`src/rtl/fsel_pkg.sv`:
```
// Shared types for the fetch thread selector.
// Assumes a 3-bit thread status code and a 2-bit policy select.
package fsel_pkg;

    typedef enum logic [2:0] {
        ST_RUN        = 3'd0,
        ST_IDLE       = 3'd1,
        ST_FILL_DONE  = 3'd2,
        ST_BLOCKED    = 3'd3,
        ST_SQUASH     = 3'd4,
        ST_XLATE_WAIT = 3'd5,
        ST_FILL_WAIT  = 3'd6,
        ST_TRAP       = 3'd7
    } thr_state_e;

    typedef enum logic [1:0] {
        POL_SINGLE = 2'd0,
        POL_RR     = 2'd1,
        POL_IQ     = 2'd2,
        POL_LSQ    = 2'd3
    } pick_pol_e;

    localparam int STATE_W = 3;

    // True for the status codes that allow a thread to fetch.
    function automatic logic state_can_fetch(input logic [STATE_W-1:0] s);
        return (s == ST_RUN) || (s == ST_IDLE) || (s == ST_FILL_DONE);
    endfunction

endpackage

```
`src/rtl/fsel_elig.sv`:
```
// Per-thread eligibility: active and in a status that permits fetch.
// Assumes status codes are packed 3 bits per thread, thread 0 lowest.
module fsel_elig
    import fsel_pkg::*;
#(
    parameter int NT = 4
) (
    input  logic [NT*STATE_W-1:0] thr_state,
    input  logic [NT-1:0]         thr_active,
    output logic [NT-1:0]         elig
);

    for (genvar t = 0; t < NT; t++) begin : g_thr
        // Combine active bit with the status decode for thread t.
        assign elig[t] = thr_active[t] && state_can_fetch(thr_state[t*STATE_W +: STATE_W]);
    end

endmodule

```
`src/rtl/fsel_rr_list.sv`:
```
// Round-robin order store and picker. Holds an ordered list of thread IDs,
// picks the first NSEL eligible entries in list order and, when enabled and
// at least one pick is made, moves the picked IDs to the tail in pick order.
// Assumes NT >= 2 so thread IDs are at least one bit wide.
module fsel_rr_list #(
    parameter int NT    = 4,
    parameter int NSEL  = 2,
    parameter int TID_W = 2
) (
    input  logic                  clk,
    input  logic                  rst_n,
    input  logic [NT-1:0]         elig,
    input  logic                  rr_mode,
    output logic [NSEL*TID_W-1:0] pick_tid,
    output logic [NSEL-1:0]       pick_vld
);

    logic [TID_W-1:0] order_q [NT];
    logic [TID_W-1:0] order_d [NT];
    logic [NT-1:0]    taken;
    logic [TID_W-1:0] last_tid;
    logic             upd;
    logic [NT*TID_W-1:0] order_flat;
    logic [NT*TID_W-1:0] asc_flat;

    // Scan the list in order and claim the first NSEL eligible entries.
    always_comb begin
        int n;
        n        = 0;
        taken    = '0;
        pick_tid = '0;
        pick_vld = '0;
        last_tid = '0;
        for (int p = 0; p < NT; p++) begin
            if (elig[order_q[p]] && (n < NSEL)) begin
                taken[p]                     = 1'b1;
                pick_tid[n*TID_W +: TID_W]   = order_q[p];
                pick_vld[n]                  = 1'b1;
                last_tid                     = order_q[p];
                n++;
            end
        end
    end

    // Build the next order: unpicked entries first, then picked ones.
    always_comb begin
        int w;
        w = 0;
        for (int p = 0; p < NT; p++) order_d[p] = '0;
        for (int p = 0; p < NT; p++) begin
            if (!taken[p]) begin
                order_d[w] = order_q[p];
                w++;
            end
        end
        for (int p = 0; p < NT; p++) begin
            if (taken[p]) begin
                order_d[w] = order_q[p];
                w++;
            end
        end
    end

    assign upd = rr_mode && (|pick_vld);

    // Order register: ascending IDs at reset, rotated on a valid pick.
    always_ff @(posedge clk) begin
        if (!rst_n) begin
            for (int p = 0; p < NT; p++) order_q[p] <= TID_W'(p);
        end else if (upd) begin
            for (int p = 0; p < NT; p++) order_q[p] <= order_d[p];
        end
    end

    for (genvar p = 0; p < NT; p++) begin : g_flat
        // Flattened views of the order for the checks below.
        assign order_flat[p*TID_W +: TID_W] = order_q[p];
        assign asc_flat[p*TID_W +: TID_W]   = TID_W'(p);
    end

    // no update means the order holds.
    a_r4_order_hold: assert property (@(posedge clk) disable iff (!rst_n)
        !upd |=> $stable(order_flat));

    // the last picked thread ends up at the tail.
    a_r3_tail: assert property (@(posedge clk) disable iff (!rst_n)
        upd |=> order_q[NT-1] == $past(last_tid));

    // the first cycle out of reset sees ascending order.
    a_r9_reset_order: assert property (@(posedge clk) disable iff (!rst_n)
        $rose(rst_n) |-> order_flat == asc_flat);

endmodule

```
`src/rtl/fsel_cnt_pick.sv`:
```
// Occupancy-based picker: each slot takes the not-yet-picked eligible thread
// with the smallest count, lower thread ID winning ties.
// Assumes counts are unsigned and packed CNT_W bits per thread.
module fsel_cnt_pick #(
    parameter int NT    = 4,
    parameter int NSEL  = 2,
    parameter int TID_W = 2,
    parameter int CNT_W = 4
) (
    input  logic [NT-1:0]         elig,
    input  logic [NT*CNT_W-1:0]   occ,
    output logic [NSEL*TID_W-1:0] pick_tid,
    output logic [NSEL-1:0]       pick_vld
);

    // Repeated minimum search, excluding threads already placed in a slot.
    always_comb begin
        logic [NT-1:0]    used;
        logic             found;
        int               best;
        logic [CNT_W-1:0] best_cnt;
        used     = '0;
        pick_tid = '0;
        pick_vld = '0;
        for (int s = 0; s < NSEL; s++) begin
            found    = 1'b0;
            best     = 0;
            best_cnt = '0;
            for (int t = 0; t < NT; t++) begin
                if (elig[t] && !used[t] &&
                    (!found || (occ[t*CNT_W +: CNT_W] < best_cnt))) begin
                    found    = 1'b1;
                    best     = t;
                    best_cnt = occ[t*CNT_W +: CNT_W];
                end
            end
            if (found) begin
                used[best]                 = 1'b1;
                pick_tid[s*TID_W +: TID_W] = TID_W'(best);
                pick_vld[s]                = 1'b1;
            end
        end
    end

endmodule

```
`src/rtl/fetch_thread_pick.sv`:
```
// Fetch thread selector top. Computes eligibility, runs the round-robin,
// occupancy and single-thread pickers, and forwards the one named by the
// policy select. Selections are combinational; only the round-robin order
// is stored. Assumes NT >= 2 and 1 <= NSEL <= NT.
module fetch_thread_pick
    import fsel_pkg::*;
#(
    parameter int NT    = 4,
    parameter int NSEL  = 2,
    parameter int CNT_W = 4,
    localparam int TID_W = $clog2(NT)
) (
    input  logic                  clk,
    input  logic                  rst_n,
    input  logic [NT*3-1:0]       thr_state,
    input  logic [NT-1:0]         thr_active,
    input  logic [1:0]            policy,
    input  logic [NT*CNT_W-1:0]   iq_occ,
    input  logic [NT*CNT_W-1:0]   lsq_occ,
    output logic [NSEL*TID_W-1:0] sel_tid,
    output logic [NSEL-1:0]       sel_valid
);

    logic [NT-1:0]         elig;
    logic [NSEL*TID_W-1:0] rr_tid, cnt_tid, one_tid;
    logic [NSEL-1:0]       rr_vld, cnt_vld, one_vld;
    logic [NT*CNT_W-1:0]   occ_sel;

    fsel_elig #(.NT(NT)) u_elig (
        .thr_state (thr_state),
        .thr_active(thr_active),
        .elig      (elig)
    );

    fsel_rr_list #(.NT(NT), .NSEL(NSEL), .TID_W(TID_W)) u_rr (
        .clk     (clk),
        .rst_n   (rst_n),
        .elig    (elig),
        .rr_mode (policy == POL_RR),
        .pick_tid(rr_tid),
        .pick_vld(rr_vld)
    );

    // Pick the occupancy vector named by the policy.
    assign occ_sel = (policy == POL_LSQ) ? lsq_occ : iq_occ;

    fsel_cnt_pick #(.NT(NT), .NSEL(NSEL), .TID_W(TID_W), .CNT_W(CNT_W)) u_cnt (
        .elig    (elig),
        .occ     (occ_sel),
        .pick_tid(cnt_tid),
        .pick_vld(cnt_vld)
    );

    // Single-thread pick: lowest active thread, valid only if eligible.
    always_comb begin
        int first;
        first   = 0;
        one_tid = '0;
        one_vld = '0;
        for (int t = NT - 1; t >= 0; t--) begin
            if (thr_active[t]) first = t;
        end
        if ((|thr_active) && elig[first]) begin
            one_tid[TID_W-1:0] = TID_W'(first);
            one_vld[0]         = 1'b1;
        end
    end

    // Output select by policy.
    always_comb begin
        unique case (pick_pol_e'(policy))
            POL_SINGLE: begin sel_tid = one_tid; sel_valid = one_vld; end
            POL_RR:     begin sel_tid = rr_tid;  sel_valid = rr_vld;  end
            default:    begin sel_tid = cnt_tid; sel_valid = cnt_vld; end
        endcase
    end

    // nothing eligible gives no valid slot.
    a_r5_none: assert property (@(posedge clk) disable iff (!rst_n)
        (elig == '0) |-> (sel_valid == '0));

    // single policy never fills more than one slot.
    a_r6_single_one: assert property (@(posedge clk) disable iff (!rst_n)
        (policy == POL_SINGLE) |-> ($countones(sel_valid) <= 1));

    for (genvar k = 0; k < NSEL; k++) begin : g_slot
        // a valid slot names an eligible thread.
        a_r1_slot_elig: assert property (@(posedge clk) disable iff (!rst_n)
            sel_valid[k] |-> elig[sel_tid[k*TID_W +: TID_W]]);
        // an invalid slot reports ID 0.
        a_r5_zero_tid: assert property (@(posedge clk) disable iff (!rst_n)
            !sel_valid[k] |-> (sel_tid[k*TID_W +: TID_W] == '0));
        if (k + 1 < NSEL) begin : g_next
            // valid slots are contiguous from slot 0.
            a_r5_contig: assert property (@(posedge clk) disable iff (!rst_n)
                !sel_valid[k] |-> !sel_valid[k+1]);
        end
        for (genvar j = k + 1; j < NSEL; j++) begin : g_pair
            // two valid slots never share a thread.
            a_r10_distinct: assert property (@(posedge clk) disable iff (!rst_n)
                (sel_valid[k] && sel_valid[j]) |->
                (sel_tid[k*TID_W +: TID_W] != sel_tid[j*TID_W +: TID_W]));
        end
    end

endmodule

```
`config.mk`:
```
export PLATFORM = sky130hd
export DESIGN_NAME = fetch_thread_pick
export DESIGN_NICKNAME = d
export VERILOG_FILES = /design/src/rtl/fsel_pkg.sv /design/src/rtl/fsel_elig.sv /design/src/rtl/fsel_rr_list.sv /design/src/rtl/fsel_cnt_pick.sv /design/src/rtl/fetch_thread_pick.sv
export SDC_FILE = /design/constraint.sdc
export NUM_CORES = 1
export LEC_CHECK = 0
export BUFFER_PORTS_ARGS = -buffer_cell sky130_fd_sc_hd__buf_2
export CORE_ASPECT_RATIO = 0.7
export CORE_MARGIN = 2
export CORE_UTILIZATION = 35
export DETAILED_ROUTE_END_ITERATION = 7
export PLACE_DENSITY = 0.66
export SLEW_MARGIN = 40
export SYNTH_ARGS = -nofsm -noshare
export SYNTH_HDL_FRONTEND = slang
export SYNTH_SLANG_ARGS = --single-unit
```
`constraint.sdc`:
```
create_clock -name clk -period 14.6 [get_ports clk]
set_input_delay 0.73 -clock clk [delete_from_list [all_inputs] [get_ports clk]]
set_output_delay 0.73 -clock clk [all_outputs]
set_load 0.05 [all_outputs]
```
==> results.sh <==
export IMPL_io_pins=58
export IMPL_min_to="u_rr.order_q[3][0]$_SDFFCE_PN1P_"
export IMPL_async_reset_ff_frac=0
export IMPL_largest_reg_flops=8
export IMPL_yosys_area_top_type="ha_1"
export IMPL_ir_drop_v=0.00009468
export IMPL_antenna_cells=0
export IMPL_ys_types=86
export IMPL_holdWs_ps=930.9
export IMPL_slowest_stage="or3b_2"
export IMPL_die_width_um=128.8
export IMPL_worst_hold_path_type="flip-flop to flip-flop"
export IMPL_regMostFlops="u_rr.order_q"
export IMPL_rrSetupSlack_ps=7270
export IMPL_status="finished, final reports clean"
export IMPL_ys_top_cells_by_count="49 x nand2_1, 40 x ha_1, 33 x nor2_1"
export IMPL_slew_headroom=0.5028
export IMPL_yosysMostFrequentCell="nand2_1"
export IMPL_cts_tree="built"
export IMPL_fillCellCount=1085
export IMPL_dp_final_hpwl_um=10440
export IMPL_synth_cells=508
export IMPL_post_route_drc_count=0
export IMPL_finalHoldViolCount=0
export IMPL_core_area_um2=10470
export IMPL_cp_required_ps=13870
export IMPL_finalPower_uw=367.1
export IMPL_p_leak_uw=0.001832
export IMPL_start_util=0.3642
export IMPL_grt_total_usage=0.2117
export IMPL_syn_cell_area_um2=3814
export IMPL_critPathCaptureType="primary output"
export IMPL_std_cell_rows=31
export IMPL_drt_iter0_markers=416
export IMPL_r2r_end="u_rr.order_q[1][0]$_SDFFCE_PN1P_"
export IMPL_fin_area_um2=4270
export IMPL_grt_first_pass_wirelength_um=20240
export IMPL_skew_ps=2.687
export IMPL_syn_to_final_growth_pct=11.98
export IMPL_holdCritStartpoint="u_rr.order_q[3][0]$_SDFFCE_PN1P_"
export IMPL_crit_type="input port to primary output"
export IMPL_die_h_um=91.34
export IMPL_grt_start_max_net_pins=18
export IMPL_cp_arrival_ps=11680
export IMPL_hold_buffers=0
export IMPL_finalSetupViolations=0
export IMPL_clock_tree_root_cell="clkbuf_16"
export IMPL_clk_pin_slew_ps=30
export IMPL_grt_ovfl_total=0
export IMPL_place_gp_congestion=0.9893
export IMPL_numCtsBuffers=3
export IMPL_worstSkewPairLatency_ps=230
export IMPL_design_die_area_um2=11760
export IMPL_first_global_vias=3771
export IMPL_nets=642
export IMPL_hold_depth=2
export IMPL_finalCritPeriodShare=0.8497
export IMPL_placed_area_um2=4189
export IMPL_p_per_area_nw_per_um2=85.96
export IMPL_ant_nets=0
export IMPL_routed_wl_um=12900
export IMPL_reg2regPathDepth=23
export IMPL_post_drt_wl_per_cell_um=19.00
export IMPL_slew_viol_final=0
export IMPL_synth_main_ff_cell="edfxtp_1"
export IMPL_yosys_register_bits=8
export IMPL_cpMostUsedCell="ha_1"
export IMPL_cts_sinks=8
export IMPL_synth_nets=601
export IMPL_synth_seq_area_share=0.06299
export IMPL_finalWorstPathRequiredPeriod_ps=12410
export IMPL_synth_edff_count=8
export IMPL_cts_resized=0
export IMPL_post_cts_buffers=0
export IMPL_critPathLaunchType="input port"
export IMPL_timing_fmax_ghz=0.08061
export IMPL_top_regs="u_rr.order_q x8"
export IMPL_drive_above_1_share=0.2048
export IMPL_rsz0062_at_grt="false"
export IMPL_port_buffer_count=57
export IMPL_tns_ps=0
export IMPL_max_stage_delay_ps=490
export IMPL_maxCapViolations=0
export IMPL_viasPerCell=6.281
export IMPL_reg2reg_from="u_rr.order_q[1][1]$_SDFFCE_PN0P_"
export IMPL_drt_pass1_iterations=5
export IMPL_worstMarginPinSlew_ps=745.7
export IMPL_synth_top_area_frac=0.1312
export IMPL_htree_levels=1
export IMPL_grt_antenna_before_repair=0
export IMPL_yosysWarnings=0
export IMPL_num_vias=4265
export IMPL_cts_buffer_depth=2
export IMPL_synth_area_leaders="ha_1 13%, edfxtp_1 6.3%, mux2_2 6.2%"
export IMPL_syn_area_per_cell_um2=7.507
export IMPL_crit_path_max_fanout=13
stage by stage:
stage	std cells	worst slack, ps	utilization
5_1_grt	679	1190	0.4078
3_3_place_gp	675	2797	0.3990
6_report	679	2194	0.4078
4_1_cts	679	2384	0.4072
2_1_floorplan	508	3661	-
3_5_place_dp	676	2420	0.4000
layout make-up:
type / count / area [um2] / share of cell area
clock buffers: 3 / 75.07 / 0.01758
multi-input cells: 447 / 3378 / 0.7911
inverters: 31 / 116.4 / 0.02725
well taps: 132 / 165.2 / 0.03868
flip-flops and latches: 8 / 240.2 / 0.05626
repair buffers: 58 / 295.3 / 0.06915
worst max-delay path, delay by kind of cell:
family          cells  cell delay [ps]
compound gates     18             4020
simple gates       19             3810
fa+ha+maj           6             1810
mux                 2              660
buf+inv             4              630
report_power, final:
group	switching, uW	total [uW]	internal (uW)
Sequential	5.91	33.7	27.8
Clock	10.5	45.7	35.3
Combinational	170	288	118
per-layer routing:
layer / global-route usage / share of wire
met1: 0.3426 / 0.49
met5: 0 / 0
met3: 0.04243 / 0.11
met2: 0.2941 / 0.40
met4: 0.01268 / 0.0057
placed cells by master (no fill, tap or decap), types with 9 or more instances in the layout:
| master | Yosys | final |
|---|---|---|
| nand4_1 | 17 | 17 |
| buf_2 | 2 | 57 |
| nand3_1 | 12 | 12 |
| nor2_1 | 33 | 33 |
| ha_1 | 40 | 40 |
| o21ai_0 | 28 | 28 |
| a21oi_1 | 30 | 30 |
| inv_1 | 27 | 27 |
| a31oi_1 | 13 | 12 |
| mux2_2 | 21 | 21 |
| nand2_1 | 49 | 49 |
| and2_1 | 9 | 9 |
| mux2i_1 | 18 | 18 |
cell families after synthesis:
logic type | count (synthesis) | synth area share
AO/OA/AOI/OAI | 163 | 0.2995
flip-flops | 8 | 0.06299
other | 1 | 0.0009833
adder cells (fa/ha/maj) | 41 | 0.1365
XOR/XNOR | 8 | 0.03313
multiplexers | 46 | 0.1457
buffers and inverters | 53 | 0.05282
AND/OR/NAND/NOR | 188 | 0.2684
worst max-delay path by stage:
| stage | startpoint | endpoint | slack [ps] |
|---|---|---|---|
| after floorplan | policy[1] | sel_tid[2] | 3660 |
| after global placement | policy[1] | sel_tid[3] | 2800 |
| after detailed placement | policy[1] | sel_tid[3] | 2420 |
| after CTS | policy[1] | sel_tid[3] | 2380 |
| after global routing | policy[1] | sel_tid[3] | 1190 |
| final | policy[1] | sel_tid[3] | 2190 |
Note: power is estimated with default switching activity, not from simulation.
